File: src/rtl/ctx_seq_pkg.sv
`timescale 1ns/1ps
package ctx_seq_pkg;
    typedef enum logic [1:0] {
        RF_INT = 2'd0,
        RF_FP  = 2'd1,
        RF_CR  = 2'd2
    } rf_sel_e;

    typedef enum logic [1:0] {
        ST_IDLE,
        ST_XFER,
        ST_LINK,
        ST_FIN
    } seq_state_e;

    typedef enum logic [1:0] {
        PH_CMD,
        PH_IRQ_SAVE,
        PH_IRQ_LOAD
    } seq_phase_e;
endpackage

File: src/rtl/ctx_word_map.sv
`timescale 1ns/1ps
// Maps a word position inside the context image to a register file and index.
module ctx_word_map
    import ctx_seq_pkg::*;
#(
    parameter int NINT  = 16,
    parameter int NFP   = 16,
    parameter int NCR   = 8,
    parameter int CW    = 6,
    parameter int IDX_W = 4
) (
    input  logic [CW-1:0]    word_pos,
    output rf_sel_e          file_sel,
    output logic [IDX_W-1:0] file_idx
);
    localparam logic [CW-1:0] INT_END = CW'(NINT);
    localparam logic [CW-1:0] FP_END  = CW'(NINT + NFP);

    always_comb begin
        if (word_pos < INT_END) begin
            file_sel = RF_INT;
            file_idx = IDX_W'(word_pos);
        end else if (word_pos < FP_END) begin
            file_sel = RF_FP;
            file_idx = IDX_W'(word_pos - INT_END);
        end else begin
            file_sel = RF_CR;
            file_idx = IDX_W'(word_pos - FP_END);
        end
    end
endmodule

File: src/rtl/ctx_beat_ctr.sv
`timescale 1ns/1ps
// Word counter and address generator; restart has priority over advance.
module ctx_beat_ctr #(
    parameter int AW    = 30,
    parameter int CW    = 6,
    parameter int MAX_W = 40
) (
    input  logic          clk,
    input  logic          rst_n,
    input  logic          restart,
    input  logic [AW-1:0] restart_addr,
    input  logic          advance,
    output logic [CW-1:0] word_pos,
    output logic [AW-1:0] word_addr
);
    always_ff @(posedge clk or negedge rst_n) begin
        if (!rst_n) begin
            word_pos  <= '0;
            word_addr <= '0;
        end else if (restart) begin
            word_pos  <= '0;
            word_addr <= restart_addr;
        end else if (advance) begin
            word_pos  <= word_pos + 1'b1;
            word_addr <= word_addr + 1'b1;
        end
    end

    // The position never runs past one beyond the largest context.
    assert_pos_bound_R5: assert property (@(posedge clk) disable iff (!rst_n)
        int'(word_pos) <= MAX_W);
endmodule

File: src/rtl/ctx_xfer_seq.sv
`timescale 1ns/1ps
module ctx_xfer_seq
    import ctx_seq_pkg::*;
#(
    parameter int DW           = 32,
    parameter int AW           = 30,
    parameter int NINT         = 16,
    parameter int NFP          = 16,
    parameter int NCR          = 8,
    parameter int LINK_REG     = 14,
    parameter logic [31:0] IRQ_CTX_BYTE = 32'h84,
    parameter int IDX_W        = $clog2((NINT > NFP) ? ((NINT > NCR) ? NINT : NCR)
                                                     : ((NFP > NCR) ? NFP : NCR))
) (
    input  logic             clk,
    input  logic             rst_n,
    input  logic             cmd_valid,
    input  logic             cmd_op,
    input  logic             cmd_full,
    input  logic [AW-1:0]    cmd_base,
    input  logic             sup_mode,
    input  logic             irq_entry,
    input  logic [DW-1:0]    task_ptr,
    output logic             busy,
    output logic             done,
    output logic             illegal,
    output logic             mem_req,
    output logic             mem_we,
    output logic [AW-1:0]    mem_addr,
    output logic [DW-1:0]    mem_wdata,
    input  logic             mem_ack,
    input  logic [DW-1:0]    mem_rdata,
    output logic [1:0]       rf_rd_sel,
    output logic [IDX_W-1:0] rf_rd_idx,
    input  logic [DW-1:0]    rf_rd_data,
    output logic             rf_wr_en,
    output logic [1:0]       rf_wr_sel,
    output logic [IDX_W-1:0] rf_wr_idx,
    output logic [DW-1:0]    rf_wr_data
);
    localparam int SMALL_W = NINT + NFP;
    localparam int LARGE_W = SMALL_W + NCR;
    localparam int CW      = $clog2(LARGE_W + 1);
    localparam logic [CW-1:0] SMALL_LAST = CW'(SMALL_W - 1);
    localparam logic [CW-1:0] LARGE_LAST = CW'(LARGE_W - 1);
    localparam logic [AW-1:0] IRQ_WADDR  = AW'(IRQ_CTX_BYTE >> 2);

    seq_state_e state_q, state_d;
    seq_phase_e phase_q, phase_d;
    logic       load_q, load_d;
    logic       large_q, large_d;
    logic [DW-1:0] link_q;
    logic       illegal_q;

    logic          ctr_restart;
    logic [AW-1:0] ctr_base;
    logic [CW-1:0] word_pos;
    logic [AW-1:0] word_addr;
    rf_sel_e       map_sel;
    logic [IDX_W-1:0] map_idx;

    logic idle, cmd_ok, cmd_refused, beat, last_beat;

    assign idle        = (state_q == ST_IDLE);
    assign cmd_ok      = idle && !irq_entry && cmd_valid && (sup_mode || !cmd_full);
    assign cmd_refused = idle && !irq_entry && cmd_valid && cmd_full && !sup_mode;
    assign beat        = (state_q == ST_XFER) && mem_ack;
    assign last_beat   = beat && (word_pos == (large_q ? LARGE_LAST : SMALL_LAST));

    ctx_beat_ctr #(
        .AW    (AW),
        .CW    (CW),
        .MAX_W (LARGE_W)
    ) u_ctr (
        .clk          (clk),
        .rst_n        (rst_n),
        .restart      (ctr_restart),
        .restart_addr (ctr_base),
        .advance      (beat),
        .word_pos     (word_pos),
        .word_addr    (word_addr)
    );

    ctx_word_map #(
        .NINT  (NINT),
        .NFP   (NFP),
        .NCR   (NCR),
        .CW    (CW),
        .IDX_W (IDX_W)
    ) u_map (
        .word_pos (word_pos),
        .file_sel (map_sel),
        .file_idx (map_idx)
    );

    // Next state and transfer setup
    always_comb begin
        state_d     = state_q;
        phase_d     = phase_q;
        load_d      = load_q;
        large_d     = large_q;
        ctr_restart = 1'b0;
        ctr_base    = '0;
        unique case (state_q)
            ST_IDLE: begin
                if (irq_entry) begin
                    state_d     = ST_XFER;
                    phase_d     = PH_IRQ_SAVE;
                    load_d      = 1'b0;
                    large_d     = 1'b1;
                    ctr_restart = 1'b1;
                    ctr_base    = task_ptr[AW+1:2];
                end else if (cmd_ok) begin
                    state_d     = ST_XFER;
                    phase_d     = PH_CMD;
                    load_d      = cmd_op;
                    large_d     = cmd_full;
                    ctr_restart = 1'b1;
                    ctr_base    = cmd_base;
                end
            end
            ST_XFER: begin
                if (last_beat) begin
                    unique case (phase_q)
                        PH_IRQ_SAVE: begin
                            phase_d     = PH_IRQ_LOAD;
                            load_d      = 1'b1;
                            ctr_restart = 1'b1;
                            ctr_base    = IRQ_WADDR;
                        end
                        PH_IRQ_LOAD: state_d = ST_LINK;
                        default:     state_d = ST_FIN;
                    endcase
                end
            end
            ST_LINK: state_d = ST_FIN;
            ST_FIN:  state_d = ST_IDLE;
        endcase
    end

    // State register
    always_ff @(posedge clk or negedge rst_n) begin
        if (!rst_n) begin
            state_q   <= ST_IDLE;
            phase_q   <= PH_CMD;
            load_q    <= 1'b0;
            large_q   <= 1'b0;
            link_q    <= '0;
            illegal_q <= 1'b0;
        end else begin
            state_q   <= state_d;
            phase_q   <= phase_d;
            load_q    <= load_d;
            large_q   <= large_d;
            illegal_q <= cmd_refused;
            if (idle && irq_entry) begin
                link_q <= task_ptr;
            end
        end
    end

    // Outputs
    always_comb begin
        busy       = !idle;
        done       = (state_q == ST_FIN);
        illegal    = illegal_q;
        mem_req    = (state_q == ST_XFER);
        mem_we     = (state_q == ST_XFER) && !load_q;
        mem_addr   = word_addr;
        mem_wdata  = rf_rd_data;
        rf_rd_sel  = map_sel;
        rf_rd_idx  = map_idx;
        if (state_q == ST_LINK) begin
            rf_wr_en   = 1'b1;
            rf_wr_sel  = RF_INT;
            rf_wr_idx  = IDX_W'(LINK_REG);
            rf_wr_data = link_q;
        end else begin
            rf_wr_en   = beat && load_q;
            rf_wr_sel  = map_sel;
            rf_wr_idx  = map_idx;
            rf_wr_data = mem_rdata;
        end
    end

    assert_done_in_busy_R6: assert property (@(posedge clk) disable iff (!rst_n)
        done |-> busy);
    assert_done_then_idle_R6: assert property (@(posedge clk) disable iff (!rst_n)
        done |=> !busy);
    assert_req_hold_R5: assert property (@(posedge clk) disable iff (!rst_n)
        (mem_req && !mem_ack) |=> (mem_req && $stable(mem_addr) && $stable(mem_we)));
    assert_refuse_quiet_R8: assert property (@(posedge clk) disable iff (!rst_n)
        illegal |-> (!busy && !mem_req));
    assert_refuse_pulse_R8: assert property (@(posedge clk) disable iff (!rst_n)
        illegal |=> !illegal);
    assert_no_high_cr_R3: assert property (@(posedge clk) disable iff (!rst_n)
        (mem_req && rf_rd_sel == RF_CR) |-> (int'(rf_rd_idx) < NCR));
    assert_write_only_on_load_R4: assert property (@(posedge clk) disable iff (!rst_n)
        (rf_wr_en && mem_req) |-> (!mem_we && mem_ack));
    assert_ignore_when_busy_R7: assert property (@(posedge clk) disable iff (!rst_n)
        (busy && !done) |=> busy);
endmodule

File: config.mk
export PLATFORM = sky130hd
export DESIGN_NAME = ctx_xfer_seq
export DESIGN_NICKNAME = d
export VERILOG_FILES = /design/src/rtl/ctx_seq_pkg.sv /design/src/rtl/ctx_word_map.sv /design/src/rtl/ctx_beat_ctr.sv /design/src/rtl/ctx_xfer_seq.sv
export SDC_FILE = /design/constraint.sdc
export NUM_CORES = 1
export LEC_CHECK = 0
export CORE_AREA = 5 5 96 134
export DETAILED_ROUTE_END_ITERATION = 10
export DIE_AREA = 0 0 101 139
export PLACE_DENSITY = 0.86
export SLEW_MARGIN = 20
export SYNTH_ARGS = -nofsm -noshare
export SYNTH_HDL_FRONTEND = slang
export SYNTH_SLANG_ARGS = --single-unit
File: constraint.sdc
create_clock -name clk -period 4.75 [get_ports clk]
set_clock_uncertainty 0.2 [all_clocks]
set_input_delay 0.7125 -clock clk [delete_from_list [all_inputs] [get_ports clk]]
set_output_delay 0.7125 -clock clk [all_outputs]
set_load 0.01 [all_outputs]
==> impl_metrics.prom <==
# TYPE chip_impl_metric gauge
chip_impl_metric{name="syn_avg_cell_area",unit="µm²"} 9.13
chip_impl_metric{name="setup-violations-final",unit=""} 0
chip_impl_metric{name="power_frac_seq",unit="%"} 32.1
chip_impl_metric{name="design.core.area",unit="µm²"} 11600
chip_impl_metric{name="critical-path-max-stage-delay",unit="ps"} 880
chip_impl_metric{name="synth_area",unit="µm²"} 4630
chip_impl_metric{name="worst_ep_required",unit="ps"} 3840
chip_impl_metric{name="power.switching",unit="µW"} 1390
chip_impl_metric{name="switching_share",unit="%"} 37.4
chip_impl_metric{name="final.min_clock_period",unit="ps"} 3600
chip_impl_metric{name="cts_num_sinks",unit=""} 75
chip_impl_info{name="yosys_most_used_dff",value="sky130_fd_sc_hd__dfrtp_1"} 1
chip_impl_metric{name="dp_slack",unit="ps"} 1480
chip_impl_metric{name="place.detailed.hpwl",unit="µm"} 11200
chip_impl_metric{name="hold_buffers",unit=""} 0
chip_impl_metric{name="placementRows",unit=""} 47
chip_impl_info{name="cts_tree",value="yes"} 1
chip_impl_info{name="most-common-layout-cells",value="sky130_fd_sc_hd__clkdlybuf4s50_1, sky130_fd_sc_hd__nand2_1, sky130_fd_sc_hd__dfrtp_1"} 1
chip_impl_metric{name="synth-async-reset-ratio",unit="%"} 100
chip_impl_metric{name="final_max_slew_viol_count",unit=""} 0
chip_impl_info{name="run_status",value="complete, no violations"} 1
chip_impl_metric{name="totalWireLength",unit="µm"} 14800
chip_impl_metric{name="timing.setup.tns",unit="ps"} 0
chip_impl_metric{name="post_cts_buffers",unit=""} 0
chip_impl_metric{name="buffers_added_on_ports",unit=""} 181
chip_impl_metric{name="die-area",unit="µm²"} 14000
chip_impl_info{name="crit_path_end_kind",value="output port"} 1
chip_impl_metric{name="routed_length_per_placed_instance",unit="µm"} 18.6
chip_impl_metric{name="placed_cells_incl_taps",unit=""} 780
chip_impl_metric{name="cellLeakagePower",unit="µW"} 0.00278
chip_impl_metric{name="power_per_cell_area",unit="nW/µm²"} 565
chip_impl_metric{name="syn_to_final_growth",unit="%"} 41.9
chip_impl_metric{name="sequential_element_share_of_the_synthesized_area",unit="%"} 40.5
chip_impl_metric{name="cap_violations",unit=""} 0
chip_impl_info{name="slowest_stage",value="sky130_fd_sc_hd__ha_2"} 1
chip_impl_metric{name="timing.slew.headroom",unit="%"} 32.0
chip_impl_metric{name="dieHeight",unit="µm"} 139
chip_impl_info{name="yosysTopAreaCell",value="sky130_fd_sc_hd__dfrtp_1"} 1
chip_impl_metric{name="synth-seq-cells",unit=""} 75
chip_impl_metric{name="clock_tree.buffer_depth",unit=""} 2
chip_impl_metric{name="antennaDiodeCount",unit=""} 0
chip_impl_metric{name="clock_power_share",unit="%"} 17.7
chip_impl_metric{name="grt.overflow.total",unit=""} 0
chip_impl_metric{name="syn-instance-count",unit=""} 507
chip_impl_metric{name="viasPerCell",unit=""} 5.45
chip_impl_metric{name="post_synth_top_area_share",unit="%"} 40.5
chip_impl_metric{name="fraction_of_layout_cells_with_a_size_suffix_above_1",unit="%"} 10.7
chip_impl_metric{name="io_pins",unit=""} 246
chip_impl_metric{name="cts.repair.resized",unit=""} 0
chip_impl_metric{name="grt_first_pass_wirelength",unit="µm"} 23500
chip_impl_metric{name="grt_pass1_vias",unit=""} 4743
chip_impl_metric{name="detailroute.via_count",unit=""} 4326
chip_impl_metric{name="ys_warn_count",unit=""} 0
chip_impl_metric{name="grt_antenna_before_repair",unit=""} 0
chip_impl_metric{name="power.share.combinational",unit="%"} 50.2
chip_impl_info{name="startpoint_type",value="flip-flop"} 1
chip_impl_metric{name="cts.htree.levels",unit=""} 3
chip_impl_metric{name="synth-edff-count",unit=""} 0
chip_impl_info{name="worst-setup-path-type",value="flip-flop to output port"} 1
chip_impl_metric{name="clkTransAtPathRegs",unit="ps"} 60
chip_impl_metric{name="total_power",unit="µW"} 3710
chip_impl_metric{name="critical_path_arrival",unit="ps"} 2690
chip_impl_info{name="holdCritPathClass",value="flip-flop to flip-flop"} 1
chip_impl_info{name="commonest_non_fill_non_tap_cell_in_the_layout",value="sky130_fd_sc_hd__clkdlybuf4s50_1"} 1
chip_impl_metric{name="slew_worst_pin",unit="ps"} 1020
chip_impl_metric{name="floorplan.initialDensity",unit="%"} 40.0
chip_impl_info{name="clock-root-buffer",value="sky130_fd_sc_hd__clkbuf_16"} 1
chip_impl_metric{name="synthDistinctLibCells",unit=""} 59
chip_impl_metric{name="crit_path_max_fanout",unit=""} 39
chip_impl_metric{name="globalplace.congestion",unit=""} 0.838
chip_impl_metric{name="postLayoutSetupSlackWorst",unit="ps"} 1150
chip_impl_metric{name="route.antenna.remaining_nets",unit=""} 0
chip_impl_info{name="critical_path.cell_chain",value="inv_1, ha_2, mux2_2, clkdlybuf4s50_1"} 1
chip_impl_metric{name="die_x",unit="µm"} 101
chip_impl_metric{name="worst_skew_pair.late_latency",unit="ps"} 330
chip_impl_info{name="cp_top_family",value="adder cells"} 1
chip_impl_metric{name="hold_viol_final",unit=""} 0
chip_impl_metric{name="grt_start_max_net_pins",unit=""} 76
chip_impl_metric{name="finalNonFillerCells",unit=""} 794
chip_impl_metric{name="nNetsFinal",unit=""} 785
chip_impl_metric{name="drc",unit=""} 0
chip_impl_metric{name="syn_nets",unit=""} 648
chip_impl_metric{name="gr-usage-all-layers",unit="%"} 21.1
chip_impl_metric{name="number_of_cts_inserted_buffers",unit=""} 9
chip_impl_metric{name="drt_pre_antenna_iters",unit=""} 5
chip_impl_metric{name="drt_first_iter_violations",unit=""} 223
chip_impl_metric{name="internal_power",unit="µW"} 2320
chip_impl_info{name="synth.top_cells.by_area",value="sky130_fd_sc_hd__dfrtp_1, sky130_fd_sc_hd__nand2_1, sky130_fd_sc_hd__mux2_2, sky130_fd_sc_hd__buf_4, sky130_fd_sc_hd__xor2_1"} 1
chip_impl_metric{name="path_buf_inv",unit=""} 2
chip_impl_metric{name="worst_ir_drop_vdd",unit="µV"} 279
chip_impl_info{name="rsz0062_at_grt",value="no"} 1
chip_impl_metric{name="timing.final.crit_share",unit="%"} 75.8
chip_impl_metric{name="achievable-frequency",unit="GHz"} 0.278
[worst paths after layout]
path	startpoint	endpoint	slack, ps	cells after the start
setup / recovery	state_q[0]$_DFFE_PN0P_	rf_wr_data[8]	1150	4
min in group asynchronous	rst_n	link_q[30]$_DFFE_PN0P_	340	1
max in group asynchronous	rst_n	u_ctr.word_addr[24]$_DFFE_PN0P_	3370	1
hold / removal	link_q[20]$_DFFE_PN0P_	link_q[20]$_DFFE_PN0P_	270	2
setup reg to reg	state_q[0]$_DFFE_PN0P_	u_ctr.word_addr[9]$_DFFE_PN0P_	2120	7
hold reg to reg	link_q[20]$_DFFE_PN0P_	link_q[20]$_DFFE_PN0P_	270	2
[cells in the mapped netlist (all sizes together) (5+ instances only)]
library cell / instances
and3: 10
a21oi: 13
nor2: 16
mux2: 34
o21ai: 19
clkbuf: 12
buf: 48
and2: 5
nor3: 5
xor2: 22
and4: 5
o211ai: 9
nor2b: 6
inv: 7
nand4: 14
nand2: 129
a221oi: 5
ha: 7
a22oi: 13
dfrtp: 75
nand3: 11
[final cells by class]
class / count / area, µm²
Timing Repair Buffer: 186 / 1850
Multi-Input combinational cell: 365 / 2350
Clock buffer: 11 / 243
Inverter: 7 / 26.3
Fill cell: 1016 / 5010
Tap cell: 147 / 184
Clock inverter: 3 / 40.0
Sequential cell: 75 / 1880
[through the flow]
step	cell area (µm²)	hold slack, ps	util (%)
floorplan	4630	217	-
global placement	6290	253	54.3
detailed placement	6290	257	54.3
CTS	6570	272	56.7
global route	6570	295	56.7
finish	6570	268	56.7
[power by group through the flow]
stage          Clock, µW  Combinational (µW)  Sequential (µW)
2_1_floorplan          0                 975             1180
3_3_place_gp           0                1810             1180
3_5_place_dp           0                1880             1200
4_1_cts              677                1890             1190
5_1_grt              703                2030             1230
6_report             658                1860             1190
[state kept, by name, indices dropped and copies added (netlist names)]
name	count
u_ctr.word_addr	30
u_ctr.word_pos	6
phase_q	2
state_q	2
large_q	1
illegal	1
load_q	1
link_q	32
[logic make-up after synthesis]
group,Yosys count,synth area share [%]
xor gates and xnor gates,26,4.92
and+or+nand+nor,215,22.4
adders and majority gates,7,1.89
muxes,36,8.70
DFF,75,40.5
AOI/OAI and AO/OA,81,12.6
buffers and inverters,67,8.86
[worst reg2reg max path: stages, from the launching register on]
cell and delay [ps]:
sky130_fd_sc_hd__dfrtp_1 420, sky130_fd_sc_hd__inv_1 140, sky130_fd_sc_hd__ha_1 350, sky130_fd_sc_hd__inv_2 160
sky130_fd_sc_hd__nor2_4 430, sky130_fd_sc_hd__buf_4 430, sky130_fd_sc_hd__a22o_1 280, sky130_fd_sc_hd__o32a_1 160
[routing by layer]
layer  wire (µm)  up-vias  GRT usage, %  share of wire [%]
met1        5380     2049          22.4                 36
met5           0        -             0                  0
li1            -     2003             -                  -
met4         623        0          12.5                4.2
met3        1060       61          4.23                7.2
met2        7730      213          37.7                 52
(Power assumes the default switching activity.)
